--- config.mk ---
export PLATFORM = sky130hd
export DESIGN_NAME = lsc_core
export DESIGN_NICKNAME = d
export VERILOG_FILES = /design/src/rtl/lsc_pkg.sv /design/src/rtl/lsc_decode.sv /design/src/rtl/lsc_regfile.sv /design/src/rtl/lsc_alu.sv /design/src/rtl/lsc_core.sv
export SDC_FILE = /design/constraint.sdc
export NUM_CORES = 1
export LEC_CHECK = 0
export CORE_AREA = 2 2 146 148
export DETAILED_ROUTE_END_ITERATION = 10
export DIE_AREA = 0 0 148 150
export DONT_BUFFER_PORTS = 1
export PLACE_DENSITY = 0.71
export SKIP_LAST_GASP = 1
export SLEW_MARGIN = 20
export SYNTH_ARGS = -nofsm -noshare
export SYNTH_HDL_FRONTEND = slang
export SYNTH_SLANG_ARGS = --single-unit
export TNS_END_PERCENT = 100
--- constraint.sdc ---
create_clock -name clk -period 5.7 [get_ports clk]
set_input_delay 0.855 -clock clk [delete_from_list [all_inputs] [get_ports clk]]
set_output_delay 0.855 -clock clk [all_outputs]
set_load 0.1 [all_outputs]
--- src/rtl/lsc_pkg.sv ---
package lsc_pkg;

  // ISA encoding widths
  localparam int INSN_W   = 16;
  localparam int OPC_W    = 8;
  localparam int IDX_W    = 4;
  localparam int FLAG_CNT = 3;

  localparam logic [OPC_W-1:0] OPC_LOAD  = 8'h00;
  localparam logic [OPC_W-1:0] OPC_STORE = 8'h01;
  localparam logic [OPC_W-1:0] OPC_ADD   = 8'h02;
  localparam logic [OPC_W-1:0] OPC_XOR   = 8'h03;

  // flag bit positions
  localparam int FL_Z = 0;
  localparam int FL_C = 1;
  localparam int FL_V = 2;

  typedef enum logic [1:0] {
    PH_FETCH = 2'd0,
    PH_EXEC  = 2'd1,
    PH_MEM   = 2'd2,
    PH_HALT  = 2'd3
  } phase_e;

  typedef struct packed {
    logic is_ld;
    logic is_st;
    logic is_add;
    logic is_xor;
    logic bad;
  } op_t;

endpackage

--- src/rtl/lsc_decode.sv ---
module lsc_decode
  import lsc_pkg::*;
#(
  parameter int NREG = 8,
  localparam int RA_W = $clog2(NREG)
) (
  input  logic [INSN_W-1:0] insn,
  output op_t               op,
  output logic [RA_W-1:0]   dst_idx,
  output logic [RA_W-1:0]   src_idx
);

  logic [OPC_W-1:0] opc;
  logic [IDX_W-1:0] fld_dst;
  logic [IDX_W-1:0] fld_src;
  logic             idx_bad;
  logic             opc_bad;

  assign opc     = insn[INSN_W-1 -: OPC_W];
  assign fld_dst = insn[2*IDX_W-1 -: IDX_W];
  assign fld_src = insn[IDX_W-1:0];
  assign idx_bad = (int'(fld_dst) >= NREG) || (int'(fld_src) >= NREG);
  assign dst_idx = fld_dst[RA_W-1:0];
  assign src_idx = fld_src[RA_W-1:0];

  always_comb begin
    op      = '0;
    opc_bad = 1'b0;
    case (opc)
      OPC_LOAD:  op.is_ld  = 1'b1;
      OPC_STORE: op.is_st  = 1'b1;
      OPC_ADD:   op.is_add = 1'b1;
      OPC_XOR:   op.is_xor = 1'b1;
      default:   opc_bad   = 1'b1;
    endcase
    op.bad = opc_bad | idx_bad;
    if (op.bad) begin
      op.is_ld  = 1'b0;
      op.is_st  = 1'b0;
      op.is_add = 1'b0;
      op.is_xor = 1'b0;
    end
  end

endmodule

--- src/rtl/lsc_regfile.sv ---
module lsc_regfile #(
  parameter int NREG   = 8,
  parameter int DATA_W = 16,
  localparam int RA_W  = $clog2(NREG)
) (
  input  logic              clk,
  input  logic              rst,
  input  logic              wr_en,
  input  logic [RA_W-1:0]   wr_idx,
  input  logic [DATA_W-1:0] wr_val,
  input  logic [RA_W-1:0]   rd_idx_a,
  input  logic [RA_W-1:0]   rd_idx_b,
  output logic [DATA_W-1:0] rd_val_a,
  output logic [DATA_W-1:0] rd_val_b
);

  logic [NREG-1:0][DATA_W-1:0] bank;

  for (genvar i = 0; i < NREG; i++) begin : g_reg
    logic [DATA_W-1:0] q;
    always_ff @(posedge clk) begin
      if (rst) begin
        q <= '0;
      end else if (wr_en && (wr_idx == RA_W'(i))) begin
        q <= wr_val;
      end
    end
    assign bank[i] = q;
  end

  assign rd_val_a = bank[rd_idx_a];
  assign rd_val_b = bank[rd_idx_b];

endmodule

--- src/rtl/lsc_alu.sv ---
module lsc_alu
  import lsc_pkg::*;
#(
  parameter int DATA_W = 16
) (
  input  logic [DATA_W-1:0]   lhs,
  input  logic [DATA_W-1:0]   rhs,
  input  logic                sel_xor,
  output logic [DATA_W-1:0]   res,
  output logic [FLAG_CNT-1:0] flg
);

  logic [DATA_W:0] sum;

  assign sum = {1'b0, lhs} + {1'b0, rhs};

  always_comb begin
    flg = '0;
    if (sel_xor) begin
      res = lhs ^ rhs;
    end else begin
      res       = sum[DATA_W-1:0];
      flg[FL_C] = sum[DATA_W];
      flg[FL_V] = (lhs[DATA_W-1] == rhs[DATA_W-1]) && (res[DATA_W-1] != lhs[DATA_W-1]);
    end
    flg[FL_Z] = (res == '0);
  end

endmodule

--- src/rtl/lsc_core.sv ---
module lsc_core
  import lsc_pkg::*;
#(
  parameter int DATA_W = 16,
  parameter int ADDR_W = 12,
  parameter int NREG   = 8,
  localparam int RA_W  = $clog2(NREG)
) (
  input  logic              clk,
  input  logic              rst,
  output logic [ADDR_W-1:0] mem_addr,
  output logic [DATA_W-1:0] mem_wdata,
  output logic              mem_we,
  output logic              mem_is_fetch,
  input  logic [DATA_W-1:0] mem_rdata,
  output logic [DATA_W-1:0] flags_o,
  output logic              halted,
  output logic              illegal
);

  localparam logic [ADDR_W-1:0] IP_STEP = ADDR_W'(2);

  phase_e              phase_q;
  logic [ADDR_W-1:0]   ip_q;
  logic [ADDR_W-1:0]   ip_next;
  logic [FLAG_CNT-1:0] flags_q;
  logic                is_load_q;
  logic                ld_pend_q;
  logic [RA_W-1:0]     ld_dst_q;

  op_t                 dec_op;
  logic [RA_W-1:0]     dst_idx;
  logic [RA_W-1:0]     src_idx;

  logic                rf_we;
  logic [RA_W-1:0]     rf_widx;
  logic [DATA_W-1:0]   rf_wval;
  logic [DATA_W-1:0]   val_a;
  logic [DATA_W-1:0]   val_b;

  logic [DATA_W-1:0]   alu_res;
  logic [FLAG_CNT-1:0] alu_flg;

  lsc_decode #(.NREG(NREG)) u_dec (
    .insn    (mem_rdata[INSN_W-1:0]),
    .op      (dec_op),
    .dst_idx (dst_idx),
    .src_idx (src_idx)
  );

  lsc_regfile #(.NREG(NREG), .DATA_W(DATA_W)) u_rf (
    .clk      (clk),
    .rst      (rst),
    .wr_en    (rf_we),
    .wr_idx   (rf_widx),
    .wr_val   (rf_wval),
    .rd_idx_a (dst_idx),
    .rd_idx_b (src_idx),
    .rd_val_a (val_a),
    .rd_val_b (val_b)
  );

  lsc_alu #(.DATA_W(DATA_W)) u_alu (
    .lhs     (val_a),
    .rhs     (val_b),
    .sel_xor (dec_op.is_xor),
    .res     (alu_res),
    .flg     (alu_flg)
  );

  // Load writeback shares the fetch cycle; ALU writeback happens in execute.
  always_comb begin
    if (phase_q == PH_FETCH) begin
      rf_we   = ld_pend_q;
      rf_widx = ld_dst_q;
      rf_wval = mem_rdata;
    end else begin
      rf_we   = (phase_q == PH_EXEC) && (dec_op.is_add || dec_op.is_xor);
      rf_widx = dst_idx;
      rf_wval = alu_res;
    end
  end

  assign ip_next = ip_q + IP_STEP;
  assign flags_o = {{(DATA_W-FLAG_CNT){1'b0}}, flags_q};

  always_ff @(posedge clk) begin
    if (rst) begin
      phase_q      <= PH_FETCH;
      ip_q         <= '0;
      flags_q      <= '0;
      is_load_q    <= 1'b0;
      ld_pend_q    <= 1'b0;
      ld_dst_q     <= '0;
      mem_addr     <= '0;
      mem_wdata    <= '0;
      mem_we       <= 1'b0;
      mem_is_fetch <= 1'b1;
      halted       <= 1'b0;
      illegal      <= 1'b0;
    end else begin
      case (phase_q)
        PH_FETCH: begin
          ld_pend_q <= 1'b0;
          phase_q   <= PH_EXEC;
        end
        PH_EXEC: begin
          if (dec_op.bad) begin
            phase_q      <= PH_HALT;
            halted       <= 1'b1;
            illegal      <= 1'b1;
            mem_is_fetch <= 1'b0;
          end else if (dec_op.is_add || dec_op.is_xor) begin
            ip_q     <= ip_next;
            flags_q  <= alu_flg;
            mem_addr <= ip_next;
            phase_q  <= PH_FETCH;
          end else begin
            ip_q         <= ip_next;
            mem_addr     <= {val_b[ADDR_W-1:1], 1'b0};
            mem_wdata    <= val_a;
            mem_we       <= dec_op.is_st;
            mem_is_fetch <= 1'b0;
            is_load_q    <= dec_op.is_ld;
            ld_dst_q     <= dst_idx;
            phase_q      <= PH_MEM;
          end
        end
        PH_MEM: begin
          mem_we       <= 1'b0;
          mem_is_fetch <= 1'b1;
          mem_addr     <= ip_q;
          ld_pend_q    <= is_load_q;
          phase_q      <= PH_FETCH;
        end
        default: begin
          phase_q <= PH_HALT;
        end
      endcase
    end
  end

endmodule

# Yosys cells after proc, flatten, opt, wreduce, memory -nomap -nowiden

Index checks and enable logic that the tools add are counted.

Register bits after elaboration: 181
Word-level logic and storage cells: 100

Add/sub/neg operators: 2
Order comparisons: 4
Eq/ne operators: 17
Mux-type cells: 28
Bitwise operators: 4
Reductions and logical operators: 26

Operator list:

| operator                                                                     | number |
|---|---|
| 16-bit binary-select mux with 3-bit select                                   | 2 |
| 16-bit 2-to-1 mux                                                            | 4 |
| 12-bit 2-to-1 mux                                                            | 2 |
| 12-bit case mux with 2 select lines                                          | 1 |
| 16-bit by 16-bit adder with 17-bit output                                    | 1 |
| 8-bit by 2-bit equality test with 1-bit output, second input constant        | 2 |
| 16-bit zero test                                                             | 1 |
| 16-bit bitwise XOR                                                           | 1 |
| 12-bit by 2-bit adder with 12-bit output, second input constant              | 1 |
| 3-bit equality test, second input constant                                   | 4 |
| 1-bit logical AND                                                            | 10 |
| 1-bit 2-to-1 mux                                                             | 10 |
| 3-bit AND reduction                                                          | 3 |
| 8-bit by 1-bit equality test with 1-bit output, second input constant        | 1 |
| 4-bit >= comparator, second input constant                                   | 2 |
| 8-bit zero test                                                              | 1 |
| 3-bit by 4-bit less-than comparator with 1-bit output, second input constant | 2 |
| 2-bit AND reduction                                                          | 4 |
| 3-bit by 2-bit equality test with 1-bit output, second input constant        | 2 |
| 2-bit 2-to-1 mux                                                             | 3 |
| 1-bit case mux with 2 select lines                                           | 3 |
| 2-bit case mux with 3 select lines                                           | 1 |
| 4-bit 2-to-1 mux                                                             | 1 |
| 2-bit != test, second input constant                                         | 2 |
| 14 further kinds                                                             | 17 |

# Logic depth before layout (Yosys ltp)

Gate-level depths: netlist of run 1.

Depth after elaboration: 9
Mapped depth: 16

# By module

Synthesis of run 1 repeated with hierarchy kept, for this count alone.

Cell total of the unflattened synthesis: 1181
Area, all modules: 10644.0 um2

Modules (own cells, without submodules):

| module      | instances | cells each | area each (um2) | sequential area each (um2) |
|---|---|---|---|---|
| lsc_regfile | 1         | 705        | 6889.1          | 2562.5 |
| lsc_core    | 1         | 339        | 2780.2          | 1021.0 |
| lsc_alu     | 1         | 122        | 860.8           | 0.0 |
| lsc_decode  | 1         | 15         | 113.9           | 0.0 |

# Worst setup path after synthesis of run 1

Ideal clock, no wire load.

Kind: input to register
From: input port mem_rdata[0]
To: register flags_q[0]
Arrival time: 4.871 ns
Data required time: 5.616 ns
Slack: 0.745 ns
Stages: 16
Path buffers: 3
Cells stage by stage: clkbuf_1 -> buf_2 -> buf_1 -> mux4_2 -> mux2_2 -> ha_1 -> inv_1 -> fa_1 -> nor2b_1 -> o21ai_0 -> nand3_1 -> a211o_1 -> nand3_1 -> o2111ai_1 -> or4_1 -> o31ai_2

Longest elaborated chain between the ends: 6

RTL lines:

| what                                                                              | RTL line        | RTL |
|---|---|---|
| start, declared                                                                   | lsc_core.sv:15  | `input logic [DATA_W-1:0] mem_rdata,` |
| branches (longest 6 deep; another with 16-bit by 16-bit adder with 17-bit output) | -               |  |
| end signal, assigned                                                              | lsc_core.sv:115 | `flags_q <= alu_flg;` |
| end, declared                                                                     | lsc_core.sv:26  | `logic [FLAG_CNT-1:0] flags_q;` |

Several ways; the timed one is not identified. The select of a mux whose other input is x is not followed.
A chain may end at the register's enable or synchronous reset.

# Worst setup path in the final report of run 1

From: input port mem_rdata[0]
To: register u_rf.g_reg[3].q[15]

Longest elaborated chain between the ends: 8

RTL lines:

| what                                                                              | RTL line          | RTL |
|---|---|---|
| branches (longest 8 deep; another with 16-bit by 16-bit adder with 17-bit output) | -                 |  |
| end signal, assigned                                                              | lsc_regfile.sv:25 | `q <= wr_val;` |
| end, declared                                                                     | lsc_regfile.sv:20 | `logic [DATA_W-1:0] q;` |

Several ways; the timed one is not identified. The select of a mux whose other input is x is not followed.

==> results of run 1 <==
## worst paths after layout
check	endpoint	slack, ps	depth (start not counted)
min	u_rf.g_reg[6].q[5]	470	2
max	u_rf.g_reg[3].q[15]	1510	12
max reg2reg	u_rf.g_reg[3].q[15]	1620	12
min reg2reg	u_rf.g_reg[6].q[5]	470	2
## layout make-up
class	instances	area, um^2
Clock inverter	13	168
Clock buffer	19	453
Multi-Input combinational cell	874	5950
Inverter	11	41.3
Fill cell	1931	10100
Sequential cell	179	3580
Tap cell	275	344
Timing Repair Buffer	11	82.6
## metal layers
layer | part of all wire, % | vias up | global-route usage [%]
li1 | - | 4021 | -
met1 | 40 | 4128 | 33.3
met2 | 48 | 389 | 43.6
met3 | 8.0 | 80 | 4.66
met4 | 3.8 | 0 | 11.7
met5 | 0 | - | 0
## worst max-delay path, cell delays in order
cell and delay, ps:
mux4_2 490, mux2i_1 290, inv_1 110, ha_1 340
a21o_1 210, and4_1 230, o21ba_1 220, nor2_1 390
o21ai_0 220, mux2i_1 170, o311ai_1 740, o21ai_0 200
## metrics by stage
stage,std cells,hold WS [ps],util [%],total power (uW)
detailed placement,1350,452,48.4,1580
global placement,1350,446,48.4,1580
CTS,1382,462,51.4,2800
global route,1382,464,51.4,2880
finish,1382,467,51.4,2800
floorplan,1164,443,-,1590
## placed cells by master (no fill, tap or decap), types with 4 or more instances in the layout
master	Yosys	layout
nand2_1	218	218
nand2b_1	4	4
o221ai_1	8	8
and3_1	14	14
clkbuf_16	0	17
dfxtp_1	179	178
nor2b_1	5	5
inv_1	10	10
buf_4	16	11
xor2_1	8	8
nand3b_1	4	4
mux2i_1	8	8
or4_1	5	5
a211oi_1	27	27
o31ai_1	10	10
nand3_1	50	50
mux4_2	64	64
ha_1	21	21
or3_1	10	10
o31a_1	4	4
conb_1	1	14
nor2_1	85	84
xnor2_1	6	6
o21ai_0	53	53
nor3b_1	4	4
nor3_1	6	6
inv_6	0	5
a21o_1	7	7
a21oi_1	152	152
mux2_2	35	35
o21a_1	6	6
a31oi_1	7	7
## report_power, final
group | switching, uW | internal, uW | leakage [uW]
clock network | 528 | 720 | 0.000301
logic | 150 | 60.3 | 0.00197
registers | 82.0 | 1260 | 0.00144
total | 761 | 2040 | 0.00371
## cell usage after synthesis (3+ instances only)
cell type | n | share of area [%]
inv_1 | 10 | 0.38
nand3_1 | 50 | 2.5
nor2_1 | 85 | 3.2
nand2b_1 | 4 | 0.25
or4_1 | 5 | 0.38
o31a_1 | 4 | 0.35
nand2_1 | 218 | 8.2
o21ai_1 | 3 | 0.15
buf_1 | 7 | 0.26
a211oi_1 | 27 | 2.0
mux2i_1 | 8 | 0.80
nor3_1 | 6 | 0.30
nor4_1 | 3 | 0.19
o221ai_1 | 8 | 0.70
mux2_2 | 35 | 4.0
and2_1 | 3 | 0.19
a21o_1 | 7 | 0.53
mux4_2 | 64 | 14
nor3b_1 | 4 | 0.30
nand4_1 | 3 | 0.19
clkbuf_1 | 72 | 2.7
nor2b_1 | 5 | 0.31
dfxtp_1 | 179 | 36
o21ai_0 | 53 | 2.7
a31oi_1 | 7 | 0.44
or3_1 | 10 | 0.63
xor2_1 | 8 | 0.70
xnor2_1 | 6 | 0.53
and3_1 | 14 | 0.88
buf_4 | 16 | 1.2
a21oi_1 | 152 | 7.6
ha_1 | 21 | 2.6
buf_2 | 5 | 0.25
o31ai_1 | 10 | 0.75
nand3b_1 | 4 | 0.30
o21a_1 | 6 | 0.45
## registers in the layout, indices dropped and copies added (netlist names)
register,cells
flags_q,3
illegal,1
ip_q,11
is_load_q,1
ld_dst_q,3
ld_pend_q,1
mem_addr,11
mem_is_fetch,1
mem_wdata,16
mem_we,1
phase_q,2
u_rf.g.q,128
## cells by family (layout without fill, tap and decap cells)
logic type	after synthesis	in the layout	share of synthesized area, %
and+or+nand+nor	420	420	18.4
AOI/OAI and AO/OA	297	297	17.5
DFF	179	179	36.0
xor gates and xnor gates	14	14	1.23
muxes	107	107	19.2
adders and majority gates	22	22	2.84
other	1	14	0.0376
buffers and inverters	111	54	4.85
==> run summary, run 1 <==
die height = 150 um
worst r2r src = u_rf.g_reg[6].q[1]
final setup margin = 1510 ps
I/O Pins = 66
Syn Area/Cell = 8.66 um^2
initial antenna violation count = 0
placed cell area = 10,000 um^2
CP Launch Type = primary input
Sink Count = 179
async set-reset flop share out of synthesis = 0%
Inserted Diodes = 0
Synth Register Bits = 179
Yosys cell types = 61
vias in the first global route = 7,905
Overflow after GRT = 0
Post-Syn Area = 9970 um^2
Vias = 8,618
Die Area = 22,200 um^2
Fin Setup TNS = 0 ps
postcts setup bufs = 0
RSZ-0062 raised after global routing = false
Tcrit/Tclk final = 73.6%
dpl ws = 1130 ps
H-tree levels = 4
Crit Path Max Fanout = 33
Nets = 1,134
sequential area share after synthesis = 36.0%
post-CTS sizing = 0
top_reg_cell synth = dfxtp_1
core footprint = 20,700 um^2
DR iter-0 viols = 866
Rel. slew slack = 29.4%
# DRC = 0
first-pass GRT wire length = 44.4 mm
PD cells = 264 nW/um^2
clock transition at the registers of the reported paths = 70 ps
final setup violation count = 0
number of synthesized flops with an enable pin = 0
pin count of the biggest net entering global routing = 157
Total Routing Usage GR = 26.2%
share of layout cells above drive strength 1 = 13.5%
HPWL Detailed = 18.9 mm
outcome = completed
CTS tree = done
worst setup path category = in2reg
CP startpoint = mem_rdata[0]
Post-DRT Antenna Nets = 0
f_max = 0.238 GHz
Buffers on Ports = 0
Worst Path Required = 5990 ps
YS warnings = 0
RD Place Congestion = 0.968
Bufs on Longest Clock Path = 2
Num CTS Buffers = 17
Post-Syn Instances = 1,151
Worst-Skew Late Latency = 440 ps
Initial Util = 48.2%
CP Data Arrival Time = 4480 ps
crit end category = register
routed wire length = 29.3 mm
Final Critical Period = 4190 ps
Leak = 0.00371 uW
finished layout cell area = 10,600 um^2
Hold Buf Count CTS = 0
Peak VDD IR = 169 uV
Slew Viols, Final = 0
measured slew at the worst slew-check pin = 1060 ps
die span in x = 148 um
clk_skew = 10.4 ps
Synth-to-Final Area Change = 6.60%
average wire per standard cell = 21.2 um
row count = 53
Root Buffer = clkbuf_16
Max-Cap Viols = 0
drt pass-1 iters = 6
min-delay src = u_rf.g_reg[6].q[5]
Hold Fails Final Rpt = 0
worst hold path class = reg2reg
vias per cell = 6.24
Note: power is estimated with default switching activity, not from simulation.
==> run 2, diff against run 1 <==
--- a/config.mk
+++ b/config.mk
@@ -5,11 +5,12 @@
 export SDC_FILE = /design/constraint.sdc
 export NUM_CORES = 1
 export LEC_CHECK = 0
-export CORE_AREA = 2 2 146 148
+export ABC_AREA = 1
+export CORE_AREA = 2 2 147 149
 export DETAILED_ROUTE_END_ITERATION = 10
-export DIE_AREA = 0 0 148 150
+export DIE_AREA = 0 0 149 151
 export DONT_BUFFER_PORTS = 1
-export PLACE_DENSITY = 0.71
+export PLACE_DENSITY = 0.74
 export SKIP_LAST_GASP = 1
 export SLEW_MARGIN = 20
 export SYNTH_ARGS = -nofsm -noshare
==> constraint.sdc (replaced) <==
create_clock -name clk -period 3.85 [get_ports clk]
set_input_delay 0.5775 -clock clk [delete_from_list [all_inputs] [get_ports clk]]
set_output_delay 0.5775 -clock clk [all_outputs]
set_load 0.1 [all_outputs]
==> run 2 against run 1 <==
Against the previous run: core utilization up 0.78 points; clock power is 48% higher; clock-buffer cell count is the same; register-to-register slack worse by 940 ps; critical endpoint is now u_rf.g_reg[4].q[12].
==> run summary, run 2 <==
Synth-to-Final Area Change = 6.93%
row count = 53 (unchanged)
Num CTS Buffers = 17 (unchanged)
min-delay src = rst
Post-DRT Antenna Nets = 0 (unchanged)
async set-reset flop share out of synthesis = 0% (unchanged)
number of synthesized flops with an enable pin = 0 (unchanged)
drt pass-1 iters = 8 (+2)
PD cells = 491 nW/um^2 (+86%)
Initial Util = 48.8% (+0.58 points)
Sink Count = 179 (unchanged)
Worst-Skew Late Latency = 440 ps (about the same)
clock transition at the registers of the reported paths = 70 ps (about the same)
placed cell area = 10,200 um^2 (+2.3%)
post-CTS sizing = 0 (unchanged)
Final Critical Period = 3220 ps
sequential area share after synthesis = 35.3% (-0.66 points)
f_max = 0.311 GHz
CP max stage cell = fa_1
YS warnings = 0 (unchanged)
Leak = 0.00451 uW (+21%)
Buffers on Ports = 0 (unchanged)
most frequent cell after synthesis = o21ai_0
final setup margin = 633 ps (-872 ps)
initial antenna violation count = 0 (unchanged)
core footprint = 20,800 um^2 (+0.64%)
Tcrit/Tclk final = 83.6%
worst hold path class = in2reg
I/O Pins = 66 (unchanged)
Hold Buf Count CTS = 0 (unchanged)
worst r2r src = u_rf.g_reg[5].q[0]
Post-Syn Instances = 1,542 (+34%)
Syn Area/Cell = 6.58 um^2 (-24%)
Total Routing Usage GR = 27.7% (+1.5 points)
routed wire length = 31.4 mm (+7.4%)
dpl ws = 275 ps (-854 ps)
worst setup path category = in2reg
total power = 5330 uW (+90%)
Die Area = 22,500 um^2 (+1.3%)
first-pass GRT wire length = 49.1 mm (+10%)
top cell type's share of synthesized area = 35.3% (-0.66 points)
share of layout cells above drive strength 1 = 5.71% (-7.7 points)
Inserted Diodes = 0 (unchanged)
CP Launch Type = primary input
crit end category = register
CP Data Arrival Time = 3510 ps (-970 ps)
final std cells w/o fill = 1,780 (+29%)
Vias = 10,400 (+21%)
most used cell along the critical path = nand2_1
CP startpoint = mem_rdata[4]
Post-Syn Area = 10,200 um^2 (+1.9%)
postcts setup bufs = 0 (unchanged)
Peak VDD IR = 294 uV (+73%)
HPWL Detailed = 20.9 mm (+11%)
most frequent cells in the layout = 298 x o21ai_0, 239 x a21oi_1, 222 x nand2_1
CTS tree = done
finished layout cell area = 10,900 um^2 (+2.2%)
vias in the first global route = 9,075 (+15%)
RD Place Congestion = 0.989 (+2.2%)
most instantiated cells after synthesis = 298 x o21ai_0, 239 x a21oi_1, 222 x nand2_1, 179 x dfxtp_1, 154 x nor2_1
Synth Register Bits = 179 (unchanged)
average wire per standard cell = 17.7 um (-17%)
Yosys cell types = 37 (-39%)
die height = 151 um (+0.67%)
# fillers = 2,006 (+3.9%)
delay of the slowest critical-path stage = 410 ps (-330 ps)
Largest Register = u_rf.g.q
# DRC = 0 (unchanged)
synth top area cells = dfxtp_1 35%, o21ai_0 15%, a21oi_1 12%
Nets = 1,532 (+35%)
Max-Cap Viols = 0 (unchanged)
Crit Path Max Fanout = 73 (+120%)
Cell Chain, Critical Path = inv_1 -> buf_4 -> a21oi_1 -> o21ai_0 -> nand2_1 -> nor2_1 -> a31oi_1 -> ha_1 -> inv_1 -> fa_1 -> inv_1 -> nand3_1 -> nand2_1 -> nand2_1 -> nand2_1 -> a21o_1 -> nand2_1 -> nand2_1 -> nand3_1 -> o21ai_1 -> a21oi_1
Top Registers = u_rf.g.q: 128 flops, mem_wdata: 16 flops
vias per cell = 5.85 (-6.2%)
RSZ-0062 raised after global routing = false
commonest non-fill, non-tap cell in the layout = o21ai_0
pin count of the biggest net entering global routing = 157 (unchanged)
DR iter-0 viols = 1,131 (+31%)
cell accounting for the most synthesized area = dfxtp_1
measured slew at the worst slew-check pin = 1020 ps (-40.3 ps)
max reg flops = 128 (unchanged)
clk_skew = 11.9 ps (+1.42 ps)
Rel. slew slack = 32.1% (+2.7 points)
top_reg_cell synth = dfxtp_1
die span in x = 149 um (+0.68%)
final setup violation count = 0 (unchanged)
Hold Fails Final Rpt = 0 (unchanged)
Overflow after GRT = 0 (unchanged)
Bufs on Longest Clock Path = 2 (unchanged)
H-tree levels = 4 (unchanged)
Root Buffer = clkbuf_16
Slew Viols, Final = 0 (unchanged)
dpl cells = 1,748 (+29%)
Worst Path Required = 4140 ps (-1850 ps)
outcome = completed
Fin Setup TNS = 0 ps (unchanged)
## run 2: cell types whose count changed after synthesis, sizes merged, moves of 21 or more
| cell | before | now |
|---|---|---|
| a211oi | 27 | 6 |
| a21oi | 152 | 239 |
| buf | 28 | 49 |
| inv | 10 | 141 |
| mux2 | 35 | 0 |
| mux4 | 64 | 0 |
| nor2 | 85 | 157 |
| o21ai | 56 | 337 |
## run 2: worst max-delay path, delay by kind of cell
kind | cells | cell delay (ps)
compound gates | 6 | 1130
simple gates | 9 | 670
fa+ha+maj | 2 | 650
buf+inv | 4 | 460
## run 2: area by class of cell
class | instances | area [um^2] | area share (%)
timing repair buffer | 33 | 273 | 2.51
clock buffer | 19 | 443 | 4.08
clock inverter | 13 | 175 | 1.61
inverter | 146 | 552 | 5.08
tap | 275 | 344 | 3.17
multi-input combinational | 1115 | 5480 | 50.5
sequential | 179 | 3580 | 33.0
## run 2: kinds of logic (layout without fill, tap and decap cells)
logic type | count (synthesis) | after routing | share of synthesized area (%)
and+or+nand+nor | 439 | 439 | 17.6
AOI/OAI and AO/OA | 628 | 628 | 32.1
other | 1 | 14 | 0.0369
DFF | 179 | 179 | 35.3
adders and majority gates | 22 | 22 | 2.79
muxes | 1 | 1 | 0.0986
buffers and inverters | 261 | 211 | 11.2
xor gates and xnor gates | 11 | 11 | 0.949
## run 2: stage by stage
stage                     utilization (%)  hold slack [ps]
after floorplan                         -              430
after global placement               49.2              442
after detailed placement             49.2              453
after CTS                            52.1              200
after global routing                 52.1              202
final                                52.1              215
## run 2: layer usage
| metal | vias up | share of wire (%) | GRT usage, % |
|---|---|---|---|
| met4 | 0 | 2.9 | 10.2 |
| met5 | - | 0 | 0 |
| met1 | 4754 | 43 | 37.5 |
| met3 | 71 | 8.1 | 4.25 |
| li1 | 5068 | - | - |
| met2 | 523 | 46 | 44.7 |
## run 2: final timing paths
kind | slack, ps | cells past startpoint | to
min reg2reg | 460 | 2 | is_load_q
max reg2reg | 680 | 20 | u_rf.g_reg[4].q[12]
min | 220 | 1 | flags_q[2]
max | 630 | 21 | u_rf.g_reg[4].q[12]
## run 2: power by group
part / leakage [uW] / switching [uW] / total (uW) / internal [uW]
clock network: 0.000289 / 795 / 1850 / 1050
logic: 0.00277 / 850 / 1220 / 368
registers: 0.00145 / 286 / 2270 / 1980
